### src/rtl/sio_rx_pkg.sv
package sio_rx_pkg;

    typedef enum logic [1:0] {
        KIND_NONE    = 2'd0,
        KIND_REQ_EN  = 2'd1,
        KIND_DCH_ACK = 2'd2,
        KIND_WORD    = 2'd3
    } frame_kind_e;

    typedef enum logic {
        ST_IDLE = 1'b0,
        ST_WORD = 1'b1
    } rx_state_e;

    typedef struct packed {
        logic clk;
        logic d1;
        logic d2;
    } bus_sample_t;

    localparam int BUS_LINES = $bits(bus_sample_t);

    // Frame type from the data line levels seen while the bus clock is low.
    function automatic frame_kind_e classify(input logic d1, input logic d2);
        frame_kind_e k;
        case ({d1, d2})
            2'b11:   k = KIND_REQ_EN;
            2'b10:   k = KIND_DCH_ACK;
            2'b00:   k = KIND_WORD;
            default: k = KIND_NONE;
        endcase
        return k;
    endfunction

endpackage

### src/rtl/sio_sync.sv
module sio_sync #(
    parameter int               WIDTH   = 3,
    parameter int               STAGES  = 2,
    parameter logic [WIDTH-1:0] RST_VAL = '1
) (
    input  logic             clk,
    input  logic             rst,
    input  logic [WIDTH-1:0] din,
    output logic [WIDTH-1:0] dout
);

    logic [WIDTH-1:0] chain [STAGES];

    generate
        for (genvar s = 0; s < STAGES; s++) begin : g_stage
            if (s == 0) begin : g_first
                always_ff @(posedge clk) begin
                    if (rst) chain[0] <= RST_VAL;
                    else     chain[0] <= din;
                end
            end else begin : g_next
                always_ff @(posedge clk) begin
                    if (rst) chain[s] <= RST_VAL;
                    else     chain[s] <= chain[s-1];
                end
            end
        end
    endgenerate

    assign dout = chain[STAGES-1];

endmodule

### src/rtl/sio_frame_ctl.sv
module sio_frame_ctl
    import sio_rx_pkg::*;
#(
    parameter int LANE_BITS = 8
) (
    input  logic        clk,
    input  logic        rst,
    input  bus_sample_t smp,
    input  logic        bus_dir,
    output logic        shift_en,
    output logic        frame_pulse,
    output frame_kind_e frame_kind,
    output logic        word_valid,
    output logic        busy
);

    localparam int CNT_W = (LANE_BITS > 1) ? $clog2(LANE_BITS) : 1;
    localparam logic [CNT_W-1:0] LAST_CNT = CNT_W'(LANE_BITS - 1);

    rx_state_e        state;
    logic [CNT_W-1:0] bit_cnt;
    logic             clk_prev;
    logic             fall;
    frame_kind_e      kind_now;

    assign fall     = clk_prev & ~smp.clk & ~bus_dir;
    assign kind_now = classify(smp.d1, smp.d2);
    assign shift_en = (state == ST_WORD) && fall;
    assign busy     = (state == ST_WORD);

    always_ff @(posedge clk) begin
        if (rst) begin
            clk_prev    <= 1'b1;
            state       <= ST_IDLE;
            bit_cnt     <= '0;
            frame_pulse <= 1'b0;
            frame_kind  <= KIND_NONE;
            word_valid  <= 1'b0;
        end else begin
            clk_prev    <= smp.clk;
            frame_pulse <= 1'b0;
            word_valid  <= 1'b0;
            case (state)
                ST_IDLE: begin
                    if (fall && kind_now != KIND_NONE) begin
                        frame_pulse <= 1'b1;
                        frame_kind  <= kind_now;
                        if (kind_now == KIND_WORD) begin
                            state   <= ST_WORD;
                            bit_cnt <= '0;
                        end
                    end
                end
                ST_WORD: begin
                    if (fall) begin
                        if (bit_cnt == LAST_CNT) begin
                            word_valid <= 1'b1;
                            state      <= ST_IDLE;
                            bit_cnt    <= '0;
                        end else begin
                            bit_cnt <= bit_cnt + 1'b1;
                        end
                    end
                end
                default: state <= ST_IDLE;
            endcase
        end
    end

    // a classification pulse lasts a single cycle
    p_pulse_single_r2: assert property (@(posedge clk) disable iff (rst)
        frame_pulse |=> !frame_pulse);

    // a pulse always carries a real frame kind
    p_kind_known_r2: assert property (@(posedge clk) disable iff (rst)
        frame_pulse |-> frame_kind != KIND_NONE);

    // pulses only come from the idle state
    p_no_pulse_in_word_r8: assert property (@(posedge clk) disable iff (rst)
        frame_pulse |-> $past(state) == ST_IDLE);

    // word strobe is single-cycle and leaves the receiver idle
    p_word_single_r7: assert property (@(posedge clk) disable iff (rst)
        word_valid |=> !word_valid);
    p_word_idle_r7: assert property (@(posedge clk) disable iff (rst)
        word_valid |-> state == ST_IDLE);

    // a driven bus never yields a classification
    p_dir_block_r10: assert property (@(posedge clk) disable iff (rst)
        frame_pulse |-> !$past(bus_dir));

endmodule

### src/rtl/sio_dual_shift.sv
module sio_dual_shift #(
    parameter int LANES     = 2,
    parameter int LANE_BITS = 8
) (
    input  logic                       clk,
    input  logic                       rst,
    input  logic                       shift_en,
    input  logic [LANES-1:0]           lane_in,
    output logic [LANES*LANE_BITS-1:0] word
);

    logic [LANE_BITS-1:0] sr [LANES];

    generate
        for (genvar l = 0; l < LANES; l++) begin : g_lane
            always_ff @(posedge clk) begin
                if (rst)           sr[l] <= '0;
                else if (shift_en) sr[l] <= {lane_in[l], sr[l][LANE_BITS-1:1]};
            end
            // lane l holds word bits l, l+LANES, l+2*LANES, ...
            for (genvar k = 0; k < LANE_BITS; k++) begin : g_bit
                assign word[k*LANES + l] = sr[l][k];
            end
        end
    endgenerate

    // lane contents move only on a data clock
    p_hold_r6: assert property (@(posedge clk) disable iff (rst)
        !shift_en |=> $stable(word));

endmodule

### src/rtl/sio_frame_rx.sv
module sio_frame_rx
    import sio_rx_pkg::*;
#(
    parameter int SYNC_STAGES = 2,
    parameter int LANE_BITS   = 8,
    parameter int DEV_BITS    = 6,
    parameter int DEV_LSB     = 10
) (
    input  logic                   clk,
    input  logic                   rst,
    input  logic                   bus_clk,
    input  logic                   bus_d1,
    input  logic                   bus_d2,
    input  logic                   bus_dir,
    input  logic [DEV_BITS-1:0]    dev_code,
    output logic                   frame_pulse,
    output logic [1:0]             frame_kind,
    output logic                   word_valid,
    output logic [2*LANE_BITS-1:0] rx_word,
    output logic                   dev_match,
    output logic                   rx_busy
);

    localparam int WORD_BITS = 2 * LANE_BITS;

    logic [BUS_LINES-1:0] sync_out;
    bus_sample_t          smp;
    logic                 shift_en;
    frame_kind_e          kind_q;

    sio_sync #(
        .WIDTH   (BUS_LINES),
        .STAGES  (SYNC_STAGES),
        .RST_VAL ({BUS_LINES{1'b1}})
    ) u_sync (
        .clk  (clk),
        .rst  (rst),
        .din  ({bus_clk, bus_d1, bus_d2}),
        .dout (sync_out)
    );

    assign smp = bus_sample_t'(sync_out);

    sio_frame_ctl #(
        .LANE_BITS (LANE_BITS)
    ) u_ctl (
        .clk         (clk),
        .rst         (rst),
        .smp         (smp),
        .bus_dir     (bus_dir),
        .shift_en    (shift_en),
        .frame_pulse (frame_pulse),
        .frame_kind  (kind_q),
        .word_valid  (word_valid),
        .busy        (rx_busy)
    );

    sio_dual_shift #(
        .LANES     (2),
        .LANE_BITS (LANE_BITS)
    ) u_shift (
        .clk      (clk),
        .rst      (rst),
        .shift_en (shift_en),
        .lane_in  ({smp.d2, smp.d1}),
        .word     (rx_word)
    );

    assign frame_kind = kind_q;
    assign dev_match  = word_valid && (rx_word[DEV_LSB +: DEV_BITS] == dev_code);

    initial begin
        p_field_fits_r9: assert (DEV_LSB + DEV_BITS <= WORD_BITS);
    end

    // a match indication only accompanies a finished word
    p_match_with_word_r9: assert property (@(posedge clk) disable iff (rst)
        dev_match |-> word_valid);

    // a word-start classification puts the receiver in reception
    p_start_busy_r4: assert property (@(posedge clk) disable iff (rst)
        (frame_pulse && frame_kind == 2'd3) |-> rx_busy);

endmodule

### config.mk
export PLATFORM = sky130hd
export DESIGN_NAME = sio_frame_rx
export DESIGN_NICKNAME = d
export VERILOG_FILES = /design/src/rtl/sio_rx_pkg.sv /design/src/rtl/sio_sync.sv /design/src/rtl/sio_frame_ctl.sv /design/src/rtl/sio_dual_shift.sv /design/src/rtl/sio_frame_rx.sv
export SDC_FILE = /design/constraint.sdc
export NUM_CORES = 1
export LEC_CHECK = 0
export BUFFER_PORTS_ARGS = -buffer_cell sky130_fd_sc_hd__buf_2
export CAP_MARGIN = 20
export CORE_ASPECT_RATIO = 0.75
export CORE_MARGIN = 2
export CORE_UTILIZATION = 40
export DETAILED_ROUTE_END_ITERATION = 10
export GPL_ROUTABILITY_DRIVEN = 0
export HOLD_SLACK_MARGIN = 0.12
export SLEW_MARGIN = 20
export SYNTH_ARGS = -nofsm -noshare
export SYNTH_HDL_FRONTEND = slang
export SYNTH_HIERARCHICAL = 1
export SYNTH_SLANG_ARGS = --single-unit
### constraint.sdc
create_clock -name clk -period 2.1 [get_ports clk]
set_clock_uncertainty 0.05 [all_clocks]
set_input_delay 0.315 -clock clk [delete_from_list [all_inputs] [get_ports clk]]
set_output_delay 0.315 -clock clk [all_outputs]
set_load 0.02 [all_outputs]
# Word level (Yosys, flattened, before mapping)
# Memories as Yosys holds them, arrays and structs flattened.
# Cells that the tools add are included.
[word_totals] register_bits=9 output_inout_bits=22 ram_bits=22 memories=2
[mem_list] memory="u_shift.sr" depth=2 word_bits=8 rd=2 rd_clocked_by_memory_dff=0 wr=2 line_no="sio_dual_shift.sv:12" rtl="logic [LANE_BITS-1:0] sr [LANES];"
[mem_list] memory="u_sync.chain" depth=2 word_bits=3 rd=2 rd_clocked_by_memory_dff=0 wr=2 line_no="sio_sync.sv:12" rtl="logic [WIDTH-1:0] chain [STAGES];"
[op_classes] bitwise_logic=10 n_eq_ne=8 n_addsub=1 mux=23 reduce_logical=9
[ops] op="$mux W3" n=6
[ops] op="$mux W8" n=2
[ops] op="$mux W1" n=12
[ops] op="$eq A2 B2 Y1 const B" n=3
[ops] op="$eq A6 B6 Y1" n=1
[ops] op="$pmux W2 S3" n=1
[ops] op="$pmux W3 S2" n=1
[ops] op="$ne A2 B1 Y1 const B" n=2
[ops] op="$not A1 Y1" n=4
[ops] op="$or A1 B1 Y1" n=4
[ops] op="$add A3 B1 Y3 const B" n=1
[ops] op="$eq A3 B3 Y1 const B" n=1
[ops] op="$logic_and A1 B1 Y1" n=3
[ops] op="$reduce_and A3 Y1" n=1
[ops] op="$reduce_or A3 Y1" n=1
[ops] op="$and A1 B1 Y1" n=2
[ops] op="$logic_not A2 Y1" n=1
[ops] op="$ne A2 B2 Y1 const B" n=1
[ops] op="$pmux W1 S2" n=1
[ops] op="$reduce_and A2 Y1" n=1
[ops] op="$reduce_bool A2 Y1" n=1
[ops] op="$reduce_or A2 Y1" n=1

# Logic depth before layout (Yosys ltp)
[logic_depth] depth_word=8 mapped_depth=5 depth_no_buf=5

# Cells and area by module
# Netlist, hierarchy kept.
[by_module_without_submodules] mod="sio_dual_shift" cells_per_inst=35 instances=1 area_each_um2=656.9 seq_area_each_um2=480.5
[by_module_without_submodules] mod="sio_frame_ctl" cells_per_inst=44 instances=1 area_each_um2=471.7 seq_area_each_um2=180.2
[by_module_without_submodules] mod="sio_sync" cells_per_inst=12 instances=1 area_each_um2=157.7 seq_area_each_um2=120.1
[by_module_without_submodules] mod="sio_frame_rx" cells_per_inst=8 instances=1 area_each_um2=71.3 seq_area_each_um2=0.0

# Worst setup path before layout
# No wires, ideal clock.
[synth_path] kind="register to register" from="reg u_ctl.state, in the netlist u_ctl/busy" to="mem u_shift.sr[0][0], enable pin" path_stages_with_launch=3 arrival_time_ps=1231 slack_ps=446 setup_ps=373 t_required_ps=1677 path_cell_list="dfxtp_1 -> and2_2 -> or2_1"
[synth_rtl] element="start: declaration" line_no="sio_frame_ctl.sv:20" rtl="rx_state_e state;"
[synth_rtl] element="start signal: assignment" line_no="sio_frame_ctl.sv:34" rtl="state <= ST_IDLE;"
[synth_rtl] element="start signal: assignment" line_no="sio_frame_ctl.sv:49" rtl="state <= ST_WORD;"
[synth_rtl] element="start signal: assignment" line_no="sio_frame_ctl.sv:58" rtl="state <= ST_IDLE;"
[synth_rtl] element="end: declaration" line_no="sio_dual_shift.sv:12"

==> run summary <==
Slew Viols, Final - 0
Die width - 71.3 um
Setup violators final - 0
1st-pass router iterations - 4
GRT Overall Usage - 12.5%
Peak VDD IR - 428 uV
Worst Hold Launch - bus_clk
Remaining antenna violation count - 0
Hold slack - 0.165 ns
P_leak - 0.806 nW
Count leader, synth - edfxtp_1
Yosys warning count - 6
Initial antenna violation count - 0
CP Launch Type - flop
Placement Rows - 18
Fraction of layout cells with a size suffix above 1 - 41.7%
Synthesized Nets - 117
Post-synth EDFFs - 16
Pin count of the biggest net entering global routing - 34
Pwr Density - 775 nW/um2
Initial DRC Count - 29
Port bufs - 33
First-pass GRT wire length - 3440 um
# resized after CTS - 0
Die area - 3880 um2
Cts bufs inserted - 5
Syn_area_per_cell - 13.7 um2
Longest Clk Path Bufs - 2
Postcts setup bufs - 0
Slew HR - 69.1%
Pin slew with the least headroom to its limit - 0.458 ns
Area contributors post-synth - edfxtp_1 35%, dfxtp_1 22%, and3b_1 7.1%
Vias in the first global route - 778
Met2 routed WL - 1010 um
Mapped cell area - 1360 um2
Wire per inst - 12.4 um
R2R cell count - 5
CP Capture Type - output port
Die Y - 54.5 um
Met3 Routed Length - 124 um
WL final - 2220 um
Mapped Cells - 99
DR vias/cell - 4.84
FF-to-FF setup slack - 0.59 ns
Fraction of registers with async set or reset after synthesis - 0%
Met1 WL - 1060 um
Max layer used - met4
Setup tns final - 0 ns
Area grow syn2layout - 22.9%
Core Area - 3270 um2
Htree depth - 2
Worst hold path stage count - 2
Cell accounting for the most synthesized area - edfxtp_1
Crit-path max FO - 3
Hpwl dp - 1550 um
Gr ovfl total - 0
Top cell type's share of synthesized area - 35.4%
Worst hold path class - input pin to flop
Yosys reg bits - 31
Root buf cell - clkbuf_8
Unrepaired setup endpoints after global routing - no
Clock Sinks - 31
Status - completed
Final Cycle Share - 81.7%
Reg clk slew, reported paths - 0.06 ns
FMAX - 583 MHz
Detailed-route via count - 866
Data arrival, critical path - 1.35 ns
CTS tree - done
Worst endpoint required time - 1.74 ns
Commonest cells in the netlist - 16 x edfxtp_1, 15 x dfxtp_1, 11 x and3b_1
Initial Util - 41.6%
CP Class - flop to output port
Yosys cell types - 33
Reg2Reg Capture Point - u_ctl/bit_cnt[1]
CTS hold repair buffers - 0
Time the worst path needs with I/O delays and setup - 1.72 ns
Ports - 34
Max cap viols - 0
Dominant synthesized flop cell - edfxtp_1
# nets final - 156
Worst hold endpoint - u_sync/chain[0][2]
Clk Latency, worst-skew pair - 0.27 ns
Sequential cell area fraction in the yosys report - 57.5%
Final Hold Viols - 0
N_diodes - 0
Critical Path Source - u_shift/sr[0][5]
R2R Path Start - u_sync/chain[1][0]
DRC - 0
==> cell families after synthesis <==
kind of cell | count (synthesis) | share of synthesized area (%)
AOI/OAI and AO/OA | 9 | 4.70
DFF | 31 | 57.5
xor gates and xnor gates | 6 | 3.87
muxes | 1 | 0.737
adders and majority gates | 6 | 5.53
buffers and inverters | 7 | 3.04
and+or+nand+nor | 39 | 24.6
==> worst max-delay path, cell delays in order (launching register included) <==
cell and delay [ns]:
edfxtp_1 0.44, xnor2_1 0.17, nand4_1 0.14, nor4_2 0.14, buf_2 0.20
==> power by group <==
part / switching [W] / internal, W
Sequential: 0.0000103 / 0.000653
Combinational: 0.0000478 / 0.0000339
Clock: 0.000202 / 0.000347
Total: 0.000260 / 0.00103
==> cell type report <==
| cell class | count | area [um2] |
|---|---|---|
| Multi-Input combinational cell | 61 | 536 |
| Inverter | 4 | 15.0 |
| Tap cell | 40 | 50.0 |
| Clock buffer | 5 | 68.8 |
| Fill cell | 287 | 1600 |
| Sequential cell | 31 | 781 |
| Clock inverter | 3 | 38.8 |
| Timing Repair Buffer | 35 | 180 |
==> flip-flops by register name, indices dropped and copies added (netlist names) <==
register	flops
u_ctl/clk_prev	1
u_ctl/bit_cnt	3
u_sync/chain	6
u_shift/sr	16
u_ctl/frame_kind	2
u_ctl/frame_pulse	1
u_ctl/busy	1
u_ctl/word_valid	1
==> how the worst max path moves through the flow <==
stage	to	cells after the start
final	dev_match	4
after global routing	dev_match	4
after CTS	dev_match	4
after detailed placement	u_shift/sr[1][2]	5
after global placement	u_shift/sr[1][3]	5
after floorplan	u_shift/sr[0][0]	2
==> per-stage QoR <==
stage	std cells	instance area (um2)	utilization, %	total power [W]	setup slack [ns]
after CTS	179	1670	51.1	0.00132	0.346
after detailed placement	171	1560	47.8	0.000760	0.513
after global routing	179	1670	51.1	0.00135	0.243
after global placement	171	1560	47.8	0.000757	0.535
after floorplan	99	1360	-	0.000726	0.446
final	179	1670	51.1	0.00129	0.383
==> cell usage in the layout, fill, tap and decap left out, drive strengths merged, types with 2 or more instances in the layout <==
master   n
ha       6
a31o     2
or2      8
inv      4
buf     35
nor3b    2
clkbuf   5
and3b   17
dfxtp   15
xnor2    3
xor2     3
edfxtp  16
clkinv   2
a21oi    3
==> layer usage <==
| layer | track usage [%] | vias to the layer above |
|---|---|---|
| li1 | - | 436 |
| met1 | 14.2 | 404 |
| met2 | 20.1 | 24 |
| met3 | 6.26 | 2 |
| met4 | 5.66 | 0 |
| met5 | 0 | - |
Note: power is estimated with default switching activity, not from simulation.
